`src/rtl/gfc_pkg.sv`:
```
`timescale 1ns/1ps
package gfc_pkg;

  typedef enum logic [1:0] {
    ST_RUN  = 2'b00,
    ST_HOLD = 2'b01,
    ST_WAIT = 2'b10
  } gfc_state_e;

  typedef enum logic [1:0] {
    FLT_NONE = 2'b00,
    FLT_OC   = 2'b01,
    FLT_UV   = 2'b10
  } gfc_fault_e;

endpackage

```
`src/rtl/gfc_leg_gate.sv`:
```
`timescale 1ns/1ps
// One inverter leg: shoot-through guard plus global enable mask.
module gfc_leg_gate (
  input  logic en,
  input  logic cmd_hi,
  input  logic cmd_lo,
  output logic gate_hi,
  output logic gate_lo
);
  logic overlap;

  always_comb begin
    overlap = cmd_hi & cmd_lo;
    gate_hi = en & cmd_hi & ~overlap;
    gate_lo = en & cmd_lo & ~overlap;
  end
endmodule

```
`src/rtl/gfc_hold_timer.sv`:
```
`timescale 1ns/1ps
// Down-counter for the minimum pull-down time; a load keeps the larger value.
module gfc_hold_timer #(
  parameter int             CNT_W   = 12,
  parameter logic [CNT_W-1:0] RST_VAL = '0
) (
  input  logic             clk,
  input  logic             rst_n,
  input  logic             load_en,
  input  logic [CNT_W-1:0] load_val,
  output logic             cnt_zero
);
  logic [CNT_W-1:0] cnt_q;
  logic [CNT_W-1:0] cnt_d;
  logic             cnt_en;

  always_comb begin
    cnt_d = cnt_q;
    if (cnt_q != '0) cnt_d = cnt_q - 1'b1;
    if (load_en && (load_val > cnt_d)) cnt_d = load_val;
    cnt_en   = load_en | (cnt_q != '0);
    cnt_zero = (cnt_q == '0);
  end

  always_ff @(posedge clk or negedge rst_n) begin
    if (!rst_n)      cnt_q <= RST_VAL;
    else if (cnt_en) cnt_q <= cnt_d;
  end
endmodule

```
`src/rtl/gfc_fault_fsm.sv`:
```
`timescale 1ns/1ps
// Run / hold / wait-for-pin sequencing and fault status.
module gfc_fault_fsm
  import gfc_pkg::*;
#(
  parameter int CNT_W  = 12,
  parameter int OC_CYC = 1000,
  parameter int UV_CYC = 2500
) (
  input  logic             clk,
  input  logic             rst_n,
  input  logic             oc_event,
  input  logic             uv_event,
  input  logic             sd_below,
  input  logic             sd_high,
  input  logic             cnt_zero,
  output gfc_state_e       state_q,
  output gfc_fault_e       code_q,
  output logic             load_en,
  output logic [CNT_W-1:0] load_val
);
  localparam logic [CNT_W-1:0] OC_LOAD = CNT_W'(OC_CYC - 1);
  localparam logic [CNT_W-1:0] UV_LOAD = CNT_W'(UV_CYC - 1);

  gfc_state_e state_d;
  gfc_fault_e code_d;
  gfc_fault_e evt_code;
  logic       release_ok;

  always_comb begin
    load_en    = oc_event | uv_event;
    load_val   = uv_event ? UV_LOAD : OC_LOAD;
    evt_code   = oc_event ? FLT_OC : FLT_UV;
    release_ok = cnt_zero && ((code_q != FLT_OC) || sd_below);
    state_d    = state_q;
    code_d     = code_q;
    unique case (state_q)
      ST_RUN: begin
        if (load_en) begin
          state_d = ST_HOLD;
          code_d  = evt_code;
        end
      end
      ST_HOLD: begin
        if (load_en)         code_d  = evt_code;
        else if (release_ok) state_d = ST_WAIT;
      end
      ST_WAIT: begin
        if (load_en) begin
          state_d = ST_HOLD;
          code_d  = evt_code;
        end else if (sd_high) begin
          state_d = ST_RUN;
          code_d  = FLT_NONE;
        end
      end
      default: begin
        state_d = ST_HOLD;
        code_d  = FLT_UV;
      end
    endcase
  end

  always_ff @(posedge clk or negedge rst_n) begin
    if (!rst_n) begin
      state_q <= ST_HOLD;
      code_q  <= FLT_UV;
    end else begin
      state_q <= state_d;
      code_q  <= code_d;
    end
  end
endmodule

```
`src/rtl/gate_fault_ctrl.sv`:
```
`timescale 1ns/1ps
// Three-phase gate-drive fault shutdown controller (top).
module gate_fault_ctrl
  import gfc_pkg::*;
#(
  parameter int CLK_MHZ    = 50,
  parameter int OC_HOLD_US = 20,
  parameter int UV_HOLD_US = 50,
  parameter int NUM_LEGS   = 3
) (
  input  logic                clk,
  input  logic                rst_n,
  input  logic [NUM_LEGS-1:0] pwm_hi,
  input  logic [NUM_LEGS-1:0] pwm_lo,
  input  logic                oc_trip,
  input  logic                uv_low,
  input  logic                vcc_min_ok,
  input  logic                sd_below_unlatch,
  input  logic                sd_above_high,
  output logic [NUM_LEGS-1:0] gate_hi,
  output logic [NUM_LEGS-1:0] gate_lo,
  output logic                od_pull,
  output logic [1:0]          fault_code
);
  localparam int OC_CYC  = CLK_MHZ * OC_HOLD_US;
  localparam int UV_CYC  = CLK_MHZ * UV_HOLD_US;
  localparam int MAX_CYC = (OC_CYC > UV_CYC) ? OC_CYC : UV_CYC;
  localparam int CNT_W   = $clog2(MAX_CYC + 1);

  // asynchronous assert, synchronous release
  logic [1:0] rst_sync_q;
  logic       rst_int_n;

  always_ff @(posedge clk or negedge rst_n) begin
    if (!rst_n) rst_sync_q <= 2'b00;
    else        rst_sync_q <= {rst_sync_q[0], 1'b1};
  end
  assign rst_int_n = rst_sync_q[1];

  logic             oc_event;
  logic             cnt_zero;
  logic             load_en;
  logic [CNT_W-1:0] load_val;
  logic             out_en;
  gfc_state_e       state_q;
  gfc_fault_e       code_q;

  // direct kill path: no register between the flags and the gate mask
  always_comb begin
    oc_event = oc_trip & vcc_min_ok;
    out_en   = (state_q == ST_RUN) & sd_above_high & ~oc_event & ~uv_low;
  end

  gfc_fault_fsm #(
    .CNT_W (CNT_W),
    .OC_CYC(OC_CYC),
    .UV_CYC(UV_CYC)
  ) u_fsm (
    .clk     (clk),
    .rst_n   (rst_int_n),
    .oc_event(oc_event),
    .uv_event(uv_low),
    .sd_below(sd_below_unlatch),
    .sd_high (sd_above_high),
    .cnt_zero(cnt_zero),
    .state_q (state_q),
    .code_q  (code_q),
    .load_en (load_en),
    .load_val(load_val)
  );

  gfc_hold_timer #(
    .CNT_W  (CNT_W),
    .RST_VAL(CNT_W'(UV_CYC - 1))
  ) u_timer (
    .clk     (clk),
    .rst_n   (rst_int_n),
    .load_en (load_en),
    .load_val(load_val),
    .cnt_zero(cnt_zero)
  );

  for (genvar g = 0; g < NUM_LEGS; g++) begin : g_leg
    gfc_leg_gate u_leg (
      .en     (out_en),
      .cmd_hi (pwm_hi[g]),
      .cmd_lo (pwm_lo[g]),
      .gate_hi(gate_hi[g]),
      .gate_lo(gate_lo[g])
    );
  end

  assign od_pull    = (state_q == ST_HOLD);
  assign fault_code = code_q;
endmodule

```
`config.mk`:
```
export PLATFORM = sky130hd
export DESIGN_NAME = gate_fault_ctrl
export DESIGN_NICKNAME = d
export VERILOG_FILES = /design/src/rtl/gfc_pkg.sv /design/src/rtl/gfc_leg_gate.sv /design/src/rtl/gfc_hold_timer.sv /design/src/rtl/gfc_fault_fsm.sv /design/src/rtl/gate_fault_ctrl.sv
export SDC_FILE = /design/constraint.sdc
export NUM_CORES = 1
export LEC_CHECK = 0
export BUFFER_PORTS_ARGS = -buffer_cell sky130_fd_sc_hd__buf_2
export CAP_MARGIN = 20
export CORE_MARGIN = 5
export CORE_UTILIZATION = 24
export DETAILED_ROUTE_END_ITERATION = 16
export PLACE_DENSITY = 0.37
export RECOVER_POWER = 25
export SYNTH_ARGS = -nofsm -noshare
export SYNTH_HDL_FRONTEND = slang
export SYNTH_HIERARCHICAL = 1
export SYNTH_SLANG_ARGS = --single-unit
```
`constraint.sdc`:
```
create_clock -name clk -period 1.5 [get_ports clk]
set_clock_uncertainty 0.15 [all_clocks]
set_input_delay 0.15 -clock clk [delete_from_list [all_inputs] [get_ports clk]]
set_output_delay 0.15 -clock clk [all_outputs]
set_load 0.02 [all_outputs]
```
# Word level (Yosys, flattened, before mapping)
# Index checks and enable logic that the tools add are counted.
op_classes:
  n_addsub: 1
  mul: 0
  div: 0
  n_lt_le_gt_ge: 1
  eq_ne: 8
  n_shift: 0
  muxes: 13
  bitwise: 26
  n_reduce_logical: 9
op_table:
  columns: ["op", "n"]
  rows:
  - ["$mux W12", 3]
  - ["$and A1 B1 Y1", 19]
  - ["$mux W2", 8]
  - ["$gt A12 B12 Y1", 1]
  - ["$logic_not A12 Y1", 1]
  - ["$reduce_bool A12 Y1", 1]
  - ["$sub A12 B1 Y12 const B", 1]
  - ["$ne A2 B1 Y1 const B", 4]
  - ["$pmux W2 S3", 1]
  - ["$not A1 Y1", 5]
  - ["$pmux W2 S2", 1]
  - ["$reduce_and A4 Y1", 1]
  - ["$ne A3 B2 Y1 const B", 1]
  - ["$eq A2 B1 Y1 const B", 1]
  - ["$eq A2 B2 Y1 const B", 1]
  - ["$logic_and A1 B1 Y1", 2]
  - ["$logic_not A2 Y1", 1]
  - ["$ne A2 B2 Y1 const B", 1]
  - ["$or A1 B1 Y1", 2]
  - ["$reduce_and A2 Y1", 1]
  - ["$reduce_or A2 Y1", 1]
  - ["$logic_or A1 B1 Y1", 1]
word_totals:
  ff_bits: 18
  latch_bits: 0
  ramBits: 0
  mem_bits_ro: 0
  input_bits: 13
  out_inout_bits: 9
  word_cells: 62
  memories: 0

# Logic depth before layout (Yosys ltp)
depth:
  depth_word: 6
  depth_mapped: 13
  mapped_depth_nobuf: 12

# Cells and area by module
# The synthesis kept the hierarchy.
by_module_without_submodules:
  columns: ["mod", "n_inst", "cells_per_inst", "area_each_um2", "seq_area_each_um2"]
  rows:
  - ["gfc_hold_timer", 1, 114, 1076.0, 307.8]
  - ["gfc_fault_fsm", 1, 32, 275.3, 102.6]
  - ["gate_fault_ctrl", 1, 7, 87.6, 50.0]
  - ["gfc_leg_gate", 3, 2, 17.5, 0.0]

# Least setup slack after synthesis
# Ideal clock, no wire load.
synth_path:
  kind: "flip-flop to flip-flop"
  start: "register u_timer.cnt_q[0]"
  end: "register u_timer.cnt_q[5]"
  setup_time_ns: 0.128
  arrival_ns: 2.561
  t_required_ns: 1.222
  slack_ns: -1.339
  stages_incl_launch_ff: 14
  path_buffers: 1
  period_less_slack_ns: 2.839
  cell_sequence: "dfstp_2 -> inv_1 -> ha_1 -> nor2b_1 -> nand4_4 -> nand3b_1 -> xor2_1 -> ha_1 -> a21oi_1 -> o211ai_1 -> a221oi_1 -> a21oi_2 -> buf_6 -> mux2i_1"
synth_between:
  elab_chain_len: 5
  elab_cells_between_ends: 7
  cone_classes: "1 x add/sub; 1 x order compare; 2 x mux; 1 x bitwise; 2 x reduce/logical"
synth_lines:
  columns: ["element", "line_no", "text"]
  rows:
  - ["from (decl)", "gfc_hold_timer.sv:13", "logic [CNT_W-1:0] cnt_q;"]
  - ["from (signal assigned)", "gfc_hold_timer.sv:27", "else if (cnt_en) cnt_q <= cnt_d;"]
  - ["$sub A12 B1 Y12 or $reduce_bool A12 Y1 (tied branches)", "gfc_hold_timer.sv:19, gfc_hold_timer.sv:21", null]
  - ["$mux W12", "gfc_hold_timer.sv:19", "if (cnt_q != '0) cnt_d = cnt_q - 1'b1;"]
  - ["$gt A12 B12 Y1", "gfc_hold_timer.sv:20", "if (load_en && (load_val > cnt_d)) cnt_d = load_val;"]
  - ["$logic_and A1 B1 Y1", "gfc_hold_timer.sv:20", null]
  - ["$mux W12", "gfc_hold_timer.sv:20", null]
# Parallel ways exist; a longest one is shown, timed or not.
# A chain may end at the register's enable or synchronous reset.

# Worst setup path in the final report
layout_path:
  start: "register u_timer.cnt_q[0]"
  end: "register u_timer.cnt_q[2]"
# The elaborated chain is that of the path after synthesis.

==> impl_metrics.json <==
{
  "run_status": "complete, but fails checks",
  "violations": "negative setup slack",
  "areaGrowthSynthToFinish_pct": 47.3,
  "period_share": 1.94,
  "endpoint_kind": "flop",
  "num_antenna_cells": 0,
  "yosysSeqAreaShare": 0.309,
  "port_buffers": 21,
  "layout.nets": 254,
  "rsz0062_at_grt": "true",
  "grtUsageTotal": 0.107,
  "totalWireLength_um": 3940,
  "cts_buffers": 3,
  "syn-cell-area_um2": 1490,
  "yosys_warnings": 6,
  "drt_pre_antenna_iters": 4,
  "r2r_setup_slack_ns": -1.41,
  "yosys.cell_types.count": 40,
  "synth_top_cell_by_area": "dfrtp_1",
  "fmax_mhz": 343,
  "wl_per_cell_um": 13.1,
  "tritoncts": "done",
  "vdd_ir_drop_max_v": 0.000485,
  "start_util": 0.249,
  "place.gp.congestion": 0.790,
  "crit_path_start_kind": "flop",
  "reg2reg_depth": 14,
  "cts_buffer_depth": 2,
  "vias": 1279,
  "vias_per_cell": 4.25,
  "syn_area_per_cell_um2": 9.38,
  "yosys-top-cells-area": "dfrtp_1 (17%), dfstp_2 (14%), ha_1 (12%)",
  "setup_viol": 20,
  "drc": 0,
  "nFillCells": 601,
  "dieHeight_um": 88.8,
  "ys_ff_latch": 18,
  "cellLeakagePower_uw": 0.00108,
  "dpl.hpwl_um": 3030,
  "final_cell_mix": "buf_4 (42), inv_1 (14), buf_2 (13), ha_1 (12)",
  "layout_commonest_cell": "buf_4",
  "crit_fanout": 6,
  "grt_start_max_net_pins": 13,
  "antenna_found_initial": 0,
  "io_pins": 22,
  "grt_pass1_wl_um": 6380,
  "final_max_slew_viol_count": 0,
  "coreArea_um2": 5990,
  "rows": 28,
  "clkLatencyLatePin_ns": 0.26,
  "hold_viol_final": 0,
  "powerDensity_nw_per_um2": 1620,
  "timing.rr.start": "u_timer/cnt_q[0]",
  "layout-drive-gt1-share": 0.478,
  "cts_max_level": 1,
  "grt_pass1_vias": 1344,
  "critical_path_class": "flop to flop",
  "cap_violations": 0,
  "cts_root_buf": "clkbuf_8",
  "postSynthCellCount": 159,
  "hold_class": "primary input to asynchronous set/reset pin",
  "dieArea_um2": 7890,
  "cp.required_ns": 1.53,
  "clk_pin_slew_ns": 0.07,
  "placed_area_um2": 1910,
  "post-place-ws_ns": -1.50,
  "crit_arrival_ns": 2.95,
  "r2r-end": "u_timer/cnt_q[2]",
  "dieWidth_um": 88.8,
  "first_iter_violations": 14,
  "clkSinkCount": 18,
  "fin_ws_ns": -1.41,
  "overflow": 0,
  "synth_top_area_frac": 0.168,
  "post-route-cell-area_um2": 2200,
  "antenna_left": 0,
  "fin_crit_ns": 2.91
}
synth_stat cells (all sizes together):
cell type and number:
or2 1, inv 17, o21ai 3, conb 3, or3b 1, nand3 6, nor4 2, mux2i 15
a31oi 2, nand4b 1, nor2 11, a21o 1, and2 3, nand2 9, ha 14, nand2b 2
o41ai 1, nand3b 3, dfrtp 10, nor2b 3, a211oi 1, a21oi 10, nor3 2, xor2 4
buf 12, mux2 1, dfstp 8, xnor2 1, nor3b 1, o211ai 1, nand4 3, and3b 6
a221oi 1
worst max-delay path, stage by stage, from the launching register on:
cell	delay, ns
dfstp_2	0.54
inv_2	0.05
ha_4	0.15
nor2b_4	0.13
nand4_4	0.12
nand3b_1	0.10
xor2_1	0.17
ha_1	0.35
a21oi_2	0.14
o211ai_1	0.11
a221oi_2	0.30
a21oi_2	0.09
buf_6	0.14
buf_4	0.13
mux2i_1	0.15
cell families after synthesis:
kind of cell             synth area share
AO/OA/AOI/OAI                      0.0814
flip-flops                          0.309
XOR/XNOR                           0.0294
AND/OR/NAND/NOR                     0.234
adder cells (fa/ha/maj)             0.117
other                             0.00755
buffers and inverters               0.106
multiplexers                        0.116
registers in the layout, summed over array words and instances (netlist names):
| name | cells |
|---|---|
| u_fsm/code_q | 2 |
| rst_sync_q | 2 |
| u_fsm/state_q | 2 |
| u_timer/cnt_q | 12 |
how the worst max path moves through the flow:
stage | from | to | slack, ns | cells past startpoint
4_1_cts | u_timer/cnt_q[1] | u_timer/cnt_q[0] | -1.42 | 13
6_report | u_timer/cnt_q[0] | u_timer/cnt_q[2] | -1.41 | 14
5_1_grt | u_timer/cnt_q[2] | u_timer/cnt_q[2] | -1.65 | 11
3_3_place_gp | u_timer/cnt_q[0] | u_timer/cnt_q[0] | -1.43 | 13
2_1_floorplan | u_timer/cnt_q[1] | u_timer/cnt_q[5] | -1.20 | 13
3_5_place_dp | u_timer/cnt_q[0] | u_timer/cnt_q[0] | -1.50 | 13
power breakdown:
part / total [uW] / leakage (uW) / internal, uW / switching [uW]
sequential: 893 / 0.000203 / 732 / 161
clock: 423 / 0.0000288 / 234 / 189
combinational: 2250 / 0.000847 / 1180 / 1070
per-layer routing:
metal	global-route usage	vias up	part of all wire
met3	0.0205	7	0.016
met5	0	-	0
met1	0.133	598	0.45
met2	0.183	11	0.52
met4	0.0398	0	0.018
li1	-	663	-
layout make-up:
cell class	count	area, um2	share of cell area
clock buffers	4	55.1	0.0251
inverters	17	63.8	0.0290
multi-input cells	118	996	0.453
flip-flops and latches	18	460	0.210
well taps	75	93.8	0.0427
repair buffers	69	528	0.240
timing repair:
action                                 in CTS  in global routing
pin swaps                                  15                  6
setup buffers                               8                  6
resized for setup                          29                  6
endpoints found under the hold margin       4                  0
hold buffers                                2                  0
setup endpoints to repair                  21                 21
gates cloned                                0                  0
metrics by stage:
step           instances  power, uW  utilization  setup TNS [ns]  hold WS [ns]
2_1_floorplan        165       2100            -          -14.37        -0.296
3_3_place_gp         282       2850        0.319          -16.96        -0.216
3_5_place_dp         282       2870        0.319          -17.42        -0.212
4_1_cts              296       3540        0.357          -18.41        0.0337
5_1_grt              301       3880        0.367          -21.50        0.0639
6_report             301       3570        0.367          -17.98        0.0484
(Power assumes the default switching activity.)
